<file path="config.mk">
export PLATFORM = sky130hd
export DESIGN_NAME = sfc_top
export DESIGN_NICKNAME = d
export VERILOG_FILES = /design/src/rtl/sfc_pkg.sv /design/src/rtl/sfc_char_regs.sv /design/src/rtl/sfc_matcher.sv /design/src/rtl/sfc_tx_gate.sv /design/src/rtl/sfc_level.sv /design/src/rtl/sfc_top.sv
export SDC_FILE = /design/constraint.sdc
export NUM_CORES = 1
export LEC_CHECK = 0
export BUFFER_PORTS_ARGS = -buffer_cell sky130_fd_sc_hd__buf_4
export CAP_MARGIN = 20
export CORE_UTILIZATION = 42
export DETAILED_ROUTE_END_ITERATION = 6
export PLACE_DENSITY = 0.64
export SETUP_SLACK_MARGIN = 0.02
export SLEW_MARGIN = 20
export SYNTH_ARGS = -nofsm -noshare
export SYNTH_HDL_FRONTEND = slang
export SYNTH_HIERARCHICAL = 1
export SYNTH_SLANG_ARGS = --single-unit
</file>
<file path="constraint.sdc">
create_clock -name clk -period 2.4 [get_ports clk]
set_clock_uncertainty 0.2 [all_clocks]
set_input_delay 0.12 -clock clk [delete_from_list [all_inputs] [get_ports clk]]
set_output_delay 0.12 -clock clk [all_outputs]
set_load 0.005 [all_outputs]
</file>
<file path="src/rtl/sfc_pkg.sv">
package sfc_pkg;
  localparam int CHAR_W = 8;
  localparam int N_CHARS = 4;
  localparam int SEL_ON_A  = 0;
  localparam int SEL_ON_B  = 1;
  localparam int SEL_OFF_A = 2;
  localparam int SEL_OFF_B = 3;

  typedef logic [CHAR_W-1:0] char_t;
  typedef enum logic [1:0] {LV_LOW, LV_OFF_WAIT, LV_HIGH, LV_ON_WAIT} lvl_e;

  function automatic logic char_eq(input char_t a, input char_t b);
    return a == b;
  endfunction
endpackage

</file>
<file path="src/rtl/sfc_char_regs.sv">
module sfc_char_regs
  import sfc_pkg::*;
(
  input  logic                     clk,
  input  logic                     rst_n,
  input  logic                     wr_en,
  input  logic [1:0]               wr_sel,
  input  char_t                    wr_data,
  output logic [N_CHARS-1:0][CHAR_W-1:0] chars
);
  for (genvar g = 0; g < N_CHARS; g++) begin : g_reg
    always_ff @(posedge clk or negedge rst_n) begin
      if (!rst_n)                                chars[g] <= '0;
      else if (wr_en && wr_sel == 2'(g))         chars[g] <= wr_data;
    end
  end
endmodule

</file>
<file path="src/rtl/sfc_matcher.sv">
module sfc_matcher
  import sfc_pkg::*;
(
  input  logic                     clk,
  input  logic                     rst_n,
  input  logic                     en,
  input  logic                     pair_mode,
  input  logic                     rx_valid,
  input  char_t                    rx_data,
  input  logic [N_CHARS-1:0][CHAR_W-1:0] chars,
  output logic                     xoff_hit,
  output logic                     xon_hit
);
  logic eq_off_a, eq_off_b, eq_on_a, eq_on_b;
  logic pend_off, pend_on;
  logic live_single, live_pair;

  assign eq_off_a = char_eq(rx_data, chars[SEL_OFF_A]);
  assign eq_off_b = char_eq(rx_data, chars[SEL_OFF_B]);
  assign eq_on_a  = char_eq(rx_data, chars[SEL_ON_A]);
  assign eq_on_b  = char_eq(rx_data, chars[SEL_ON_B]);

  assign live_single = rx_valid && en && !pair_mode;
  assign live_pair   = rx_valid && en &&  pair_mode;

  assign xoff_hit = (live_single && eq_off_a) || (live_pair && pend_off && eq_off_b);
  assign xon_hit  = (live_single && eq_on_a)  || (live_pair && pend_on  && eq_on_b);

  // first-of-pair tracking: each received byte either arms or disarms
  always_ff @(posedge clk or negedge rst_n) begin
    if (!rst_n) begin
      pend_off <= 1'b0;
      pend_on  <= 1'b0;
    end else if (!en || !pair_mode) begin
      pend_off <= 1'b0;
      pend_on  <= 1'b0;
    end else if (rx_valid) begin
      pend_off <= eq_off_a;
      pend_on  <= eq_on_a;
    end
  end
endmodule

</file>
<file path="src/rtl/sfc_tx_gate.sv">
module sfc_tx_gate (
  input  logic clk,
  input  logic rst_n,
  input  logic en,
  input  logic xoff_hit,
  input  logic xon_hit,
  input  logic tx_active,
  input  logic flag_en,
  input  logic rx_int_en,
  output logic tx_enable,
  output logic xoff_flag,
  output logic irq
);
  logic halted, stop_pend, suspended;
  logic stop_event, resume_event;

  assign suspended    = halted || stop_pend;
  assign stop_event   = xoff_hit;
  assign resume_event = xon_hit && !xoff_hit && suspended;

  always_ff @(posedge clk or negedge rst_n) begin
    if (!rst_n) begin
      halted    <= 1'b0;
      stop_pend <= 1'b0;
      xoff_flag <= 1'b0;
    end else if (!en) begin
      halted    <= 1'b0;
      stop_pend <= 1'b0;
      xoff_flag <= 1'b0;
    end else if (stop_event) begin
      halted    <= halted || !tx_active;
      stop_pend <= !halted && tx_active;
      xoff_flag <= xoff_flag || flag_en;
    end else if (resume_event) begin
      halted    <= 1'b0;
      stop_pend <= 1'b0;
      xoff_flag <= 1'b0;
    end else if (stop_pend && !tx_active) begin
      halted    <= 1'b1;
      stop_pend <= 1'b0;
    end
  end

  assign tx_enable = !halted;
  assign irq       = xoff_flag && rx_int_en;

  p_halt_idle_r3: assert property (@(posedge clk) disable iff (!rst_n)
    $rose(halted) |-> !$past(tx_active));

  p_resume_cause_r2: assert property (@(posedge clk) disable iff (!rst_n)
    $fell(halted) |-> ($past(xon_hit) || !$past(en)));

  p_flag_suspended_r5: assert property (@(posedge clk) disable iff (!rst_n)
    xoff_flag |-> suspended);
endmodule

</file>
<file path="src/rtl/sfc_level.sv">
module sfc_level
  import sfc_pkg::*;
#(
  parameter int CNT_W = 8
) (
  input  logic             clk,
  input  logic             rst_n,
  input  logic             en,
  input  logic [CNT_W-1:0] fifo_count,
  input  logic [CNT_W-1:0] lvl_high,
  input  logic [CNT_W-1:0] lvl_low,
  input  logic             tx_active,
  output logic             send_xoff,
  output logic             send_xon
);
  function automatic logic at_high(input logic [CNT_W-1:0] c, input logic [CNT_W-1:0] t);
    return c >= t;
  endfunction

  function automatic logic at_low(input logic [CNT_W-1:0] c, input logic [CNT_W-1:0] t);
    return c <= t;
  endfunction

  lvl_e state;
  logic cross_up, cross_down;

  assign cross_up   = (state == LV_LOW)  && at_high(fifo_count, lvl_high);
  assign cross_down = (state == LV_HIGH) && at_low(fifo_count, lvl_low);

  always_ff @(posedge clk or negedge rst_n) begin
    if (!rst_n) begin
      state     <= LV_LOW;
      send_xoff <= 1'b0;
      send_xon  <= 1'b0;
    end else begin
      send_xoff <= 1'b0;
      send_xon  <= 1'b0;
      if (!en) begin
        state <= LV_LOW;
      end else begin
        unique case (state)
          LV_LOW:
            if (cross_up) begin
              if (!tx_active) begin
                state     <= LV_HIGH;
                send_xoff <= 1'b1;
              end else begin
                state <= LV_OFF_WAIT;
              end
            end
          LV_OFF_WAIT:
            if (!tx_active) begin
              state     <= LV_HIGH;
              send_xoff <= 1'b1;
            end
          LV_HIGH:
            if (cross_down) begin
              if (!tx_active) begin
                state    <= LV_LOW;
                send_xon <= 1'b1;
              end else begin
                state <= LV_ON_WAIT;
              end
            end
          LV_ON_WAIT:
            if (!tx_active) begin
              state    <= LV_LOW;
              send_xon <= 1'b1;
            end
          default: state <= LV_LOW;
        endcase
      end
    end
  end

  p_req_idle_r8: assert property (@(posedge clk) disable iff (!rst_n)
    (send_xoff || send_xon) |-> !$past(tx_active));

  p_single_pulse_r7: assert property (@(posedge clk) disable iff (!rst_n)
    send_xoff |=> !send_xoff);

  p_no_dual_r7: assert property (@(posedge clk) disable iff (!rst_n)
    !(send_xoff && send_xon));
endmodule

</file>
<file path="src/rtl/sfc_top.sv">
module sfc_top
  import sfc_pkg::*;
#(
  parameter int FIFO_DEPTH = 128,
  localparam int CNT_W = $clog2(FIFO_DEPTH + 1)
) (
  input  logic             clk,
  input  logic             rst_n,
  input  logic             cfg_we,
  input  logic [1:0]       cfg_sel,
  input  logic [7:0]       cfg_wdata,
  input  logic             sw_en,
  input  logic             pair_mode,
  input  logic             flag_en,
  input  logic             rx_int_en,
  input  logic             rx_valid,
  input  logic [7:0]       rx_data,
  input  logic [CNT_W-1:0] fifo_count,
  input  logic [CNT_W-1:0] lvl_high,
  input  logic [CNT_W-1:0] lvl_low,
  input  logic             tx_active,
  output logic             tx_enable,
  output logic             send_xoff,
  output logic             send_xon,
  output logic             xoff_flag,
  output logic             irq
);
  logic [N_CHARS-1:0][CHAR_W-1:0] chars;
  logic xoff_hit, xon_hit;

  sfc_char_regs i_regs (
    .clk(clk), .rst_n(rst_n), .wr_en(cfg_we), .wr_sel(cfg_sel),
    .wr_data(cfg_wdata), .chars(chars)
  );

  sfc_matcher i_match (
    .clk(clk), .rst_n(rst_n), .en(sw_en), .pair_mode(pair_mode),
    .rx_valid(rx_valid), .rx_data(rx_data), .chars(chars),
    .xoff_hit(xoff_hit), .xon_hit(xon_hit)
  );

  sfc_tx_gate i_gate (
    .clk(clk), .rst_n(rst_n), .en(sw_en), .xoff_hit(xoff_hit),
    .xon_hit(xon_hit), .tx_active(tx_active), .flag_en(flag_en),
    .rx_int_en(rx_int_en), .tx_enable(tx_enable), .xoff_flag(xoff_flag),
    .irq(irq)
  );

  sfc_level #(.CNT_W(CNT_W)) i_level (
    .clk(clk), .rst_n(rst_n), .en(sw_en), .fifo_count(fifo_count),
    .lvl_high(lvl_high), .lvl_low(lvl_low), .tx_active(tx_active),
    .send_xoff(send_xoff), .send_xon(send_xon)
  );

  p_disabled_quiet_r9: assert property (@(posedge clk) disable iff (!rst_n)
    !$past(sw_en) |-> (tx_enable && !xoff_flag && !send_xoff && !send_xon));

  p_hits_need_byte_r4: assert property (@(posedge clk) disable iff (!rst_n)
    $rose(xoff_flag) |-> $past(rx_valid));
endmodule

</file>
==> metrics <==
Max-slew headroom 64.29%; drt initial violations 64; status completed; Wirelength per Cell 13.46 µm; Num CTS Buffers 5; RSZ-0062 raised after global routing false; Highest Clock Rate 472.0 MHz; worst slew pin tran 0.5356 ns; Clock Tree Buf Depth 2; hpwl dp 3733 µm; largest net degree at the start of global routing 42; Die H 77.69 µm; Crit Path Category in2reg; gr usage total 17.79%; synth unique cells 38; synthesized area 0.002406 mm²; MaxCap Viol Count 0; P_leak 0.001500 µW; num rows 27; CORE AREA 0.005507 mm²; clk sinks 41; Seq/Total Area, Yosys 42.64%; Post-DP Area 0.002909 mm²; Routed Antenna Nets 0; CTS clk-pin slew, worst paths 0.08 ns; vias in the first global route 1,848; vias after detailed routing 1,792; I/O pin count 56; initial antenna violation count 0; startpoint types input pin; via-per-instance ratio 4.992; Fin. Hold Viols 0; max-slew violation count 0; ANT cells 0; final total power 1739 µW; cells after synthesis 208; flop and latch count out of synthesis 41; # placed instances 335; P&R area growth vs syn 31.15%; CP required 2.44 ns; Pre-antenna DRT Iters 4; final std cell area, no fill 0.003156 mm²; crit path max fanout 5; syn nets 275; initial core utilization 43.69%; final setup TNS 0 ns; yosys synthesis warning count 6; RePlAce Congestion 0.7093; EDFF count, synth 0; CTS tree yes; DRC viols 0; Port Buffers 55; fin crit period 2.119 ns; final net count 353; final period utilization 88.28%; first-pass GRT wire length 8321 µm; die width 77.69 µm; Async S/R FF share, synth 100.0%; WP data arrival 2.16 ns; PD cells 551.1 mW/mm²; setup violators final 0; H-tree Lvls 2; dominant synthesized flop cell dfrtp_1; fin cells 359; hold_ws 0.07104 ns; Max VDD drop 0.3923 mV; hold crit path type in2reg; die area 0.006036 mm²; Syn Area/Cell 11.57 µm²; worst skew pair latency 0.30 ns; root buf cell clkbuf_8; ratio of cells with drive above 1 in the final layout 36.59%; routed wire length 4833 µm; Worst Setup End Kind flop; total gr overflow 0
[stage by stage]
| step | worst slack, ns | util [%] |
|---|---|---|
| 2_1_floorplan | 0.7252 | - |
| 3_3_place_gp | 0.5146 | 52.83 |
| 3_5_place_dp | 0.4791 | 52.83 |
| 4_1_cts | 0.3114 | 57.31 |
| 5_1_grt | 0.2150 | 57.31 |
| 6_report | 0.2814 | 57.31 |
[synth_stat cells (2+ instances only)]
cell type  count  area share, %
a21oi_1        6            1.2
nand4b_1       2           0.73
nor4_1         8            2.1
mux2_2        32             15
inv_1         20            3.1
dfrtp_1       41             43
nand3b_2       2           0.94
xor2_1        32             12
nor2_1         6           0.94
nand4_1        4            1.0
o21ai_0        2           0.42
o21ai_1        4           0.83
ha_1          16            8.3
nand3_1        4           0.83
nand2_1        6           0.94
[state kept, by name, summed over array words and instances (netlist names)]
signal	count
i_gate/xoff_flag	1
i_regs/chars	32
i_gate/halted	1
i_match/pend_off	1
i_gate/stop_pend	1
i_level/send_xon	1
i_level/send_xoff	1
i_match/pend_on	1
i_level/state	2
[worst paths after layout]
| check | start | to | slack (ns) | depth (start not counted) |
|---|---|---|---|---|
| max reg2reg | i_regs/chars[7] | i_match/pend_on | 0.42 | 5 |
| min reg2reg | i_regs/chars[9] | i_regs/chars[9] | 0.33 | 1 |
| min in group asynchronous | rst_n | i_regs/chars[26] | 0.13 | 2 |
| max | rx_valid | i_match/pend_on | 0.28 | 6 |
| min | cfg_sel[0] | i_regs/chars[6] | 0.07 | 3 |
| max in group asynchronous | rst_n | i_gate/stop_pend | 1.49 | 2 |
[logic make-up after synthesis]
family / count (synthesis) / synth area share (%)
muxes: 32 / 14.98
AOI/OAI and AO/OA: 24 / 7.593
adders and majority gates: 16 / 8.320
buffers and inverters: 20 / 3.120
DFF: 41 / 42.64
and+or+nand+nor: 43 / 11.70
xor gates and xnor gates: 32 / 11.65
[area by class of cell]
cell class	count	area [µm²]
Clock inverter	3	17.52
Tap cell	72	90.09
Inverter	20	75.07
Fill cell	498	2351
Clock buffer	5	68.82
Sequential cell	41	1026
Multi-Input combinational cell	147	1305
Timing Repair Buffer	71	573.1
[per-layer routing]
metal / vias up / wire (µm) / GRT usage, %
met5: - / 0 / 0
met4: 0 / 42 / 4.528
met3: 7 / 229 / 4.471
met2: 40 / 2273 / 29.91
met1: 844 / 2287 / 22.76
li1: 901 / - / -
[cell usage in the layout (no fill, tap or decap), types with 8 or more instances in the layout]
cell,count
inv_1,20
ha_1,16
buf_4,55
dlygate4sd3_1,16
nor4_1,8
xor2_1,32
mux2_2,32
dfrtp_1,41
[report_power, final]
part           internal, µW  switching, µW  leakage (µW)
clock network           201            245     0.0000439
logic                   247            179      0.000953
registers               798           68.9      0.000503
total                  1250            493       0.00150
[critical path: stages]
cell,delay (ns)
dlygate4sd3_1,0.54
buf_4,0.15
nand4b_1,0.16
dlygate4sd3_1,0.56
o21ai_1,0.07
dlygate4sd3_1,0.55
[what timing repair did]
item | CTS | global route
hold endpoints to repair | 82 | 0
gates resized for setup | 0 | 0
buffers inserted | 0 | 0
hold buffers | 16 | 0
(Power assumes the default switching activity.)
